### src/rtl/gf_input_filter_pkg.sv
package gf_input_filter_pkg;

    typedef enum logic {
        SRC_DIV2 = 1'b0,
        SRC_CHAN = 1'b1
    } smp_src_e;

    typedef enum logic {
        MODE_PAIR  = 1'b0,
        MODE_INTEG = 1'b1
    } filt_mode_e;

    typedef struct packed {
        filt_mode_e mode;
        smp_src_e   src;
    } filt_ctrl_t;

    function automatic filt_ctrl_t decode_ctrl(input logic [1:0] c);
        filt_ctrl_t r;
        r.src  = smp_src_e'(c[0]);
        r.mode = filt_mode_e'(c[1]);
        return r;
    endfunction

endpackage

### src/rtl/gf_sync.sv
module gf_sync #(
    parameter int STAGES = 2
) (
    input  logic clk,
    input  logic rst_n,
    input  logic din,
    output logic dout
);
    localparam int LAST = STAGES - 1;

    logic [LAST:0] chain_d, chain_q;

    generate
        if (STAGES == 1) begin : g_single
            always_comb chain_d = din;
        end else begin : g_multi
            always_comb chain_d = {chain_q[LAST-1:0], din};
        end
    endgenerate

    always_ff @(posedge clk or negedge rst_n) begin
        if (!rst_n) chain_q <= '0;
        else        chain_q <= chain_d;
    end

    assign dout = chain_q[LAST];
endmodule

### src/rtl/gf_sample_sel.sv
module gf_sample_sel
    import gf_input_filter_pkg::*;
(
    input  logic     clk,
    input  logic     rst_n,
    input  smp_src_e src,
    input  logic     chan_en,
    output logic     smp_en,
    output logic     div_tog
);
    logic tog_d, tog_q;

    always_comb begin
        tog_d = ~tog_q;
    end

    always_ff @(posedge clk or negedge rst_n) begin
        if (!rst_n) tog_q <= 1'b0;
        else        tog_q <= tog_d;
    end

    assign smp_en  = (src == SRC_CHAN) ? chan_en : tog_q;
    assign div_tog = tog_q;
endmodule

### src/rtl/gf_filter_core.sv
module gf_filter_core
    import gf_input_filter_pkg::*;
#(
    parameter int CNT_W = 2
) (
    input  logic             clk,
    input  logic             rst_n,
    input  logic             smp_en,
    input  logic             din,
    input  filt_mode_e       mode,
    output logic             lvl,
    output logic             prev_smp,
    output logic [CNT_W-1:0] cnt
);
    localparam logic [CNT_W-1:0] CNT_MAX = {CNT_W{1'b1}};
    localparam logic [CNT_W-1:0] CNT_MIN = '0;

    typedef struct packed {
        logic             prev;
        logic [CNT_W-1:0] cnt;
        logic             out;
    } core_st_t;

    core_st_t st_d, st_q;

    always_comb begin
        st_d = st_q;
        if (smp_en) begin
            st_d.prev = din;
            if (din && st_q.cnt != CNT_MAX)
                st_d.cnt = st_q.cnt + 1'b1;
            else if (!din && st_q.cnt != CNT_MIN)
                st_d.cnt = st_q.cnt - 1'b1;

            if (mode == MODE_INTEG) begin
                if (st_d.cnt == CNT_MAX)      st_d.out = 1'b1;
                else if (st_d.cnt == CNT_MIN) st_d.out = 1'b0;
            end else begin
                if (din == st_q.prev)         st_d.out = din;
            end
        end
    end

    always_ff @(posedge clk or negedge rst_n) begin
        if (!rst_n) st_q <= '0;
        else        st_q <= st_d;
    end

    assign lvl      = st_q.out;
    assign prev_smp = st_q.prev;
    assign cnt      = st_q.cnt;
endmodule

### src/rtl/gf_input_filter.sv
module gf_input_filter
    import gf_input_filter_pkg::*;
#(
    parameter int SYNC_STAGES = 2,
    parameter int CNT_W       = 2
) (
    input  logic       clk,
    input  logic       rst_n,
    input  logic       raw_in,
    input  logic       chan_en,
    input  logic [1:0] ctrl,
    output logic       filt_out
);
    filt_ctrl_t       cfg;
    logic             sync_lvl;
    logic             smp_en;
    logic             div_tog;
    logic             prev_smp;
    logic [CNT_W-1:0] int_cnt;

    assign cfg = decode_ctrl(ctrl);

    gf_sync #(.STAGES(SYNC_STAGES)) u_sync (
        .clk  (clk),
        .rst_n(rst_n),
        .din  (raw_in),
        .dout (sync_lvl)
    );

    gf_sample_sel u_sel (
        .clk    (clk),
        .rst_n  (rst_n),
        .src    (cfg.src),
        .chan_en(chan_en),
        .smp_en (smp_en),
        .div_tog(div_tog)
    );

    gf_filter_core #(.CNT_W(CNT_W)) u_core (
        .clk     (clk),
        .rst_n   (rst_n),
        .smp_en  (smp_en),
        .din     (sync_lvl),
        .mode    (cfg.mode),
        .lvl     (filt_out),
        .prev_smp(prev_smp),
        .cnt     (int_cnt)
    );
endmodule

### config.mk
export PLATFORM = sky130hd
export DESIGN_NAME = gf_input_filter
export DESIGN_NICKNAME = d
export VERILOG_FILES = /design/src/rtl/gf_input_filter_pkg.sv /design/src/rtl/gf_sync.sv /design/src/rtl/gf_sample_sel.sv /design/src/rtl/gf_filter_core.sv /design/src/rtl/gf_input_filter.sv
export SDC_FILE = /design/constraint.sdc
export NUM_CORES = 1
export LEC_CHECK = 0
export ABC_CLOCK_PERIOD_IN_PS = 1500
export CORE_AREA = 4 4 41 43
export CTS_BUF_LIST = sky130_fd_sc_hd__clkbuf_2 sky130_fd_sc_hd__clkbuf_4 sky130_fd_sc_hd__clkbuf_8
export CTS_CLUSTER_DIAMETER = 40
export DETAILED_ROUTE_END_ITERATION = 12
export DIE_AREA = 0 0 45 47
export PLACE_DENSITY = 0.49
export REMOVE_ABC_BUFFERS = 1
export SYNTH_ARGS = -nofsm -noshare
export SYNTH_HDL_FRONTEND = slang
export SYNTH_SLANG_ARGS = --single-unit
export TNS_END_PERCENT = 50
### constraint.sdc
create_clock -name clk -period 1.5 [get_ports clk]
set_clock_uncertainty 0.1 [all_clocks]
set_input_delay 0.3 -clock clk [delete_from_list [all_inputs] [get_ports clk]]
set_output_delay 0.3 -clock clk [all_outputs]
set_load 0.05 [all_outputs]
[After elaboration in Yosys (flattened, before gate mapping)]
Cells that the tools add are included.
Operators by class
  add/sub/neg operators: 2
  equal/unequal tests: 4
  mux-type cells: 8
  bitwise logic cells: 1
  reductions and logical operators: 7
Operators by type and width (number)
  2-bit 2-to-1 mux: 3
  1-bit 2-to-1 mux: 5
  2-bit nonzero test: 2
  3-bit by 1-bit != test with 1-bit output (second input constant): 1
  3-bit AND reduction: 1
  2-bit by 1-bit adder with 2-bit output (second input constant): 1
  2-bit == test (second input constant): 1
  1-bit logical AND: 2
  2-bit logical NOT: 1
  2-bit != test (second input constant): 1
  2-bit by 1-bit subtractor with 2-bit output (second input constant): 1
  1-bit == test: 1
  1-bit logical NOT: 1
  1-bit inverter: 1
Word-level totals
  register bits after elaboration: 7
  input port bits: 6
  output and inout port bits: 1
  logic and storage cells: 27

[Depth between registers and ports, before layout]
  word-level depth: 9
  mapped depth: 6
  depth with buffers taken out: 6

[Cells and area by module]
A second synthesis with hierarchy kept.
Second synthesis, totals
  cell total of the unflattened synthesis: 29
  area, all modules: 327.8 sq um
By module, submodules not included
  gf_filter_core: instances 1, cells each 24, area each 234.0 sq um
  gf_sync: instances 1, cells each 2, area each 50.0 sq um
  gf_sample_sel: instances 1, cells each 3, area each 43.8 sq um

[Worst setup path after synthesis]
OpenSTA, ideal clock, no wires.
  path kind: flip-flop to flip-flop
  start point: reg u_core.st_q (netlist bit u_core.cnt[0])
  end point: reg u_core.st_q (netlist bit u_core.lvl)
  library setup time: 0.125 ns
  arrival: 1.181 ns
  required time: 1.275 ns
  setup slack: 0.094 ns
  cell stages (with the launch flop): 7
  path buffers: 0
  period minus slack after synthesis: 1.406 ns
  cell sequence: dfrtp_1 -> inv_1 -> ha_1 -> a21oi_1 -> nor2b_1 -> o221ai_1 -> nand2_1
On the way
  word-level cells in the longest chain between the ends: 8
Ends and longest elaborated chain
  from (decl): RTL line gf_filter_core.sv:24  | core_st_t st_d, st_q;
  from (signal assigned): RTL line gf_filter_core.sv:46  | else st_q <= st_d;
  parallel branches: the longest is 3 deep, another holds 2-bit by 1-bit subtractor with 2-bit output
  2-bit 2-to-1 mux (*): RTL line gf_filter_core.sv:30  | if (din && st_q.cnt != CNT_MAX)
  2-bit 2-to-1 mux (*): RTL line gf_filter_core.sv:28  | if (smp_en) begin
  2-bit == test / 2-bit logical NOT (equally long branches): RTL line gf_filter_core.sv:36, gf_filter_core.sv:37
  3-bit by 1-bit != test with 1-bit output (no source line) / 1-bit 2-to-1 mux (equally long branches)
  3-bit AND reduction (no source line) / 1-bit 2-to-1 mux (equally long branches)
Mark *: on every way between the ends. The select of a mux whose other input is x is not followed.
A chain may end at the register's enable or synchronous reset.

[Worst setup path after layout]
Same ends and word-level chain as after synthesis.

==> results.json <==
{
  "run_status": "finished, final reports clean",
  "tns_ns": 0,
  "post-place-ws_ns": -0.133,
  "wl_per_cell_um": 9.55,
  "ys_seq_elements": 7,
  "arrival_ns": 1.46,
  "setup.worst_path.class": "reg2reg",
  "clk_pin_slew_ns": 0.06,
  "comb_power_share": 0.469,
  "dieWidth_um": 45,
  "cts.sinks": 7,
  "place_area_sq_um": 445,
  "grt_usage": 0.0701,
  "grt_overflow_total": 0,
  "syn_to_final_growth_pct": 45.7,
  "drt-total-wl_um": 592,
  "critPathMaxFanout": 3,
  "core_area_sq_mm": 0.00130,
  "postCtsHoldBufs": 0,
  "leakage_nw": 0.238,
  "drtIter0Drc": 3,
  "syn_inst": 33,
  "netSwitchingPower_uw": 304,
  "gp_congestion": 0.729,
  "grt_pass1_vias": 238,
  "clk_path_buf_depth": 2,
  "fillerInstances": 141,
  "ant_nets": 0,
  "die_area_sq_mm": 0.00212,
  "synthTopCellsByArea": "dfrtp_1 52%, ha_1 7.5%, nand2_1 6.7%, mux2i_1 6.0%, xnor2_1 5.2%",
  "drc_errors": 0,
  "crit_path_start_kind": "flop",
  "avgSynthCellArea_sq_um": 10.1,
  "netlist-cell-type-count": 13,
  "clock_power_share": 0.212,
  "vias_per_cell": 4.19,
  "p_per_area_mw_per_mm2": 1840,
  "netlist_area_sq_um": 334,
  "crit_required_ns": 1.54,
  "yosysWarnings": 0,
  "synth_top_cell_area_share": 0.524,
  "hold_viol": 0,
  "drtPass1Iterations": 4,
  "hpwlAfterDp_um": 452,
  "die_h_um": 47,
  "cts-root-buf": "clkbuf_4",
  "drive_above_1_share": 0.234,
  "numPortBuffers": 6,
  "yosysTopAreaCell": "dfrtp_1",
  "max_freq_mhz": 705,
  "cts_buffers": 3,
  "fin_crit_ns": 1.42,
  "fin_ws_ns": 0.0811,
  "nNetsFinal": 56,
  "seqPwrFrac": 0.319,
  "vdd_ir_drop_max_v": 0.000635,
  "maxSlewHeadroom": 0.808,
  "stdcell_area_sq_um": 487,
  "seq_area_frac_synth": 0.524,
  "fin_crit_sh": 0.946,
  "final-setup-viol-count": 0,
  "slew_violations": 0,
  "rows": 13,
  "io_pins": 7,
  "insertion_delay_ns": 0.25,
  "tightestPinTransition_ns": 0.280,
  "initial_utilization": 0.257,
  "antenna_found_initial": 0,
  "grt_start_max_net_pins": 8,
  "p_int_uw": 590,
  "end_kind": "flop",
  "htree_levels": 1,
  "rsz0062_at_grt": "false",
  "dr_total_vias": 260,
  "hp-class": "in2async",
  "swShare": 0.340,
  "grt_pass1_wl_um": 959,
  "antenna_cells": 0,
  "cts_tree": "done",
  "cap_violations": 0,
  "holdWs_ns": 0.202
}
## power groups by stage
stage	Sequential, mW	Combinational [mW]	Clock (mW)
2_1_floorplan	0.324	0.179	0
5_1_grt	0.290	0.457	0.217
3_5_place_dp	0.288	0.379	0
4_1_cts	0.285	0.399	0.200
6_report	0.285	0.419	0.190
3_3_place_gp	0.285	0.369	0
## timing repair
item | CTS | global route
endpoints found under the hold margin | 0 | 0
gates resized for setup | 1 | 0
pin swaps | 0 | 1
setup buffers | 0 | 1
setup endpoints to repair | 1 | 1
## registers in the layout (all words and copies together), names as in the netlist
name,flops
u_core.cnt,2
u_sync.chain_q,2
u_core.lvl,1
u_core.prev_smp,1
u_sel.div_tog,1
## worst paths after layout
kind / startpoint / end / slack (ns) / cells past startpoint
worst max-delay path: u_core.cnt[0]$_DFFE_PN0P_ / u_core.lvl$_DFFE_PN0P_ / 0.08 / 6
max in group asynchronous: rst_n / u_core.prev_smp$_DFFE_PN0P_ / 0.86 / 1
worst min register to register: u_sync.chain_q[0]$_DFF_PN0_ / u_sync.chain_q[1]$_DFF_PN0_ / 0.24 / 0
worst max register to register: u_core.cnt[0]$_DFFE_PN0P_ / u_core.lvl$_DFFE_PN0P_ / 0.08 / 6
min in group clk: u_sync.chain_q[0]$_DFF_PN0_ / u_sync.chain_q[1]$_DFF_PN0_ / 0.24 / 0
worst min-delay path: rst_n / u_core.cnt[0]$_DFFE_PN0P_ / 0.20 / 1
## through the flow
stage / power, mW / cells / utilization
after global routing: 0.964 / 62 / 0.374
after floorplan: 0.503 / 33 / -
after CTS: 0.884 / 61 / 0.368
after detailed placement: 0.667 / 57 / 0.342
final: 0.893 / 62 / 0.374
after global placement: 0.654 / 57 / 0.342
## metal layers
layer / vias to the layer above / global-route usage / wire [um]
met3: 0 / 0.0498 / 54
li1: 137 / - / -
met1: 116 / 0.0699 / 278
met4: 0 / 0.0702 / 0
met2: 7 / 0.0932 / 259
met5: - / 0 / 0
## Yosys cell counts
| cell type | instances |
|---|---|
| ha_1 | 2 |
| nor2_1 | 3 |
| mux2_2 | 1 |
| o221ai_1 | 1 |
| nand2_1 | 6 |
| mux2i_1 | 2 |
| inv_1 | 3 |
| nor3_1 | 1 |
| nor2b_1 | 1 |
| a21oi_1 | 3 |
| dfrtp_1 | 7 |
| o21ai_0 | 1 |
| xnor2_1 | 2 |
## final cells by class
class	count	area (sq um)	area share
repair buffers	10	100	0.206
flip-flops and latches	7	175	0.360
multi-input cells	23	151	0.311
well taps	15	18.8	0.0386
inverters	3	11.3	0.0231
clock buffers	4	30.0	0.0617
## cells in the final DEF, fill, tap and decap left out, drive strengths merged
cell type / n
ha: 2
clkdlybuf4s50: 5
a21oi: 3
nor3: 1
mux2i: 2
o221ai: 1
dfrtp: 7
buf: 5
nand2: 6
inv: 3
nor2: 3
mux2: 1
xnor2: 2
nor2b: 1
o21ai: 1
clkbuf: 4
## cell families (layout without fill, tap and decap cells)
family,after synthesis,after routing,share of synthesized area
and+or+nand+nor,11,11,0.135
DFF,7,7,0.524
AOI/OAI and AO/OA,5,5,0.0861
muxes,3,3,0.0936
buffers and inverters,3,17,0.0337
adders and majority gates,2,2,0.0749
xor gates and xnor gates,2,2,0.0524
## worst max-delay path: stages, from the launching register on
cell	delay (ns)
dfrtp_1	0.37
inv_1	0.07
ha_1	0.30
a21oi_2	0.17
nor2_1	0.06
o221ai_1	0.17
nand2_1	0.07
No activity file was read; power rests on OpenSTA's default activity.
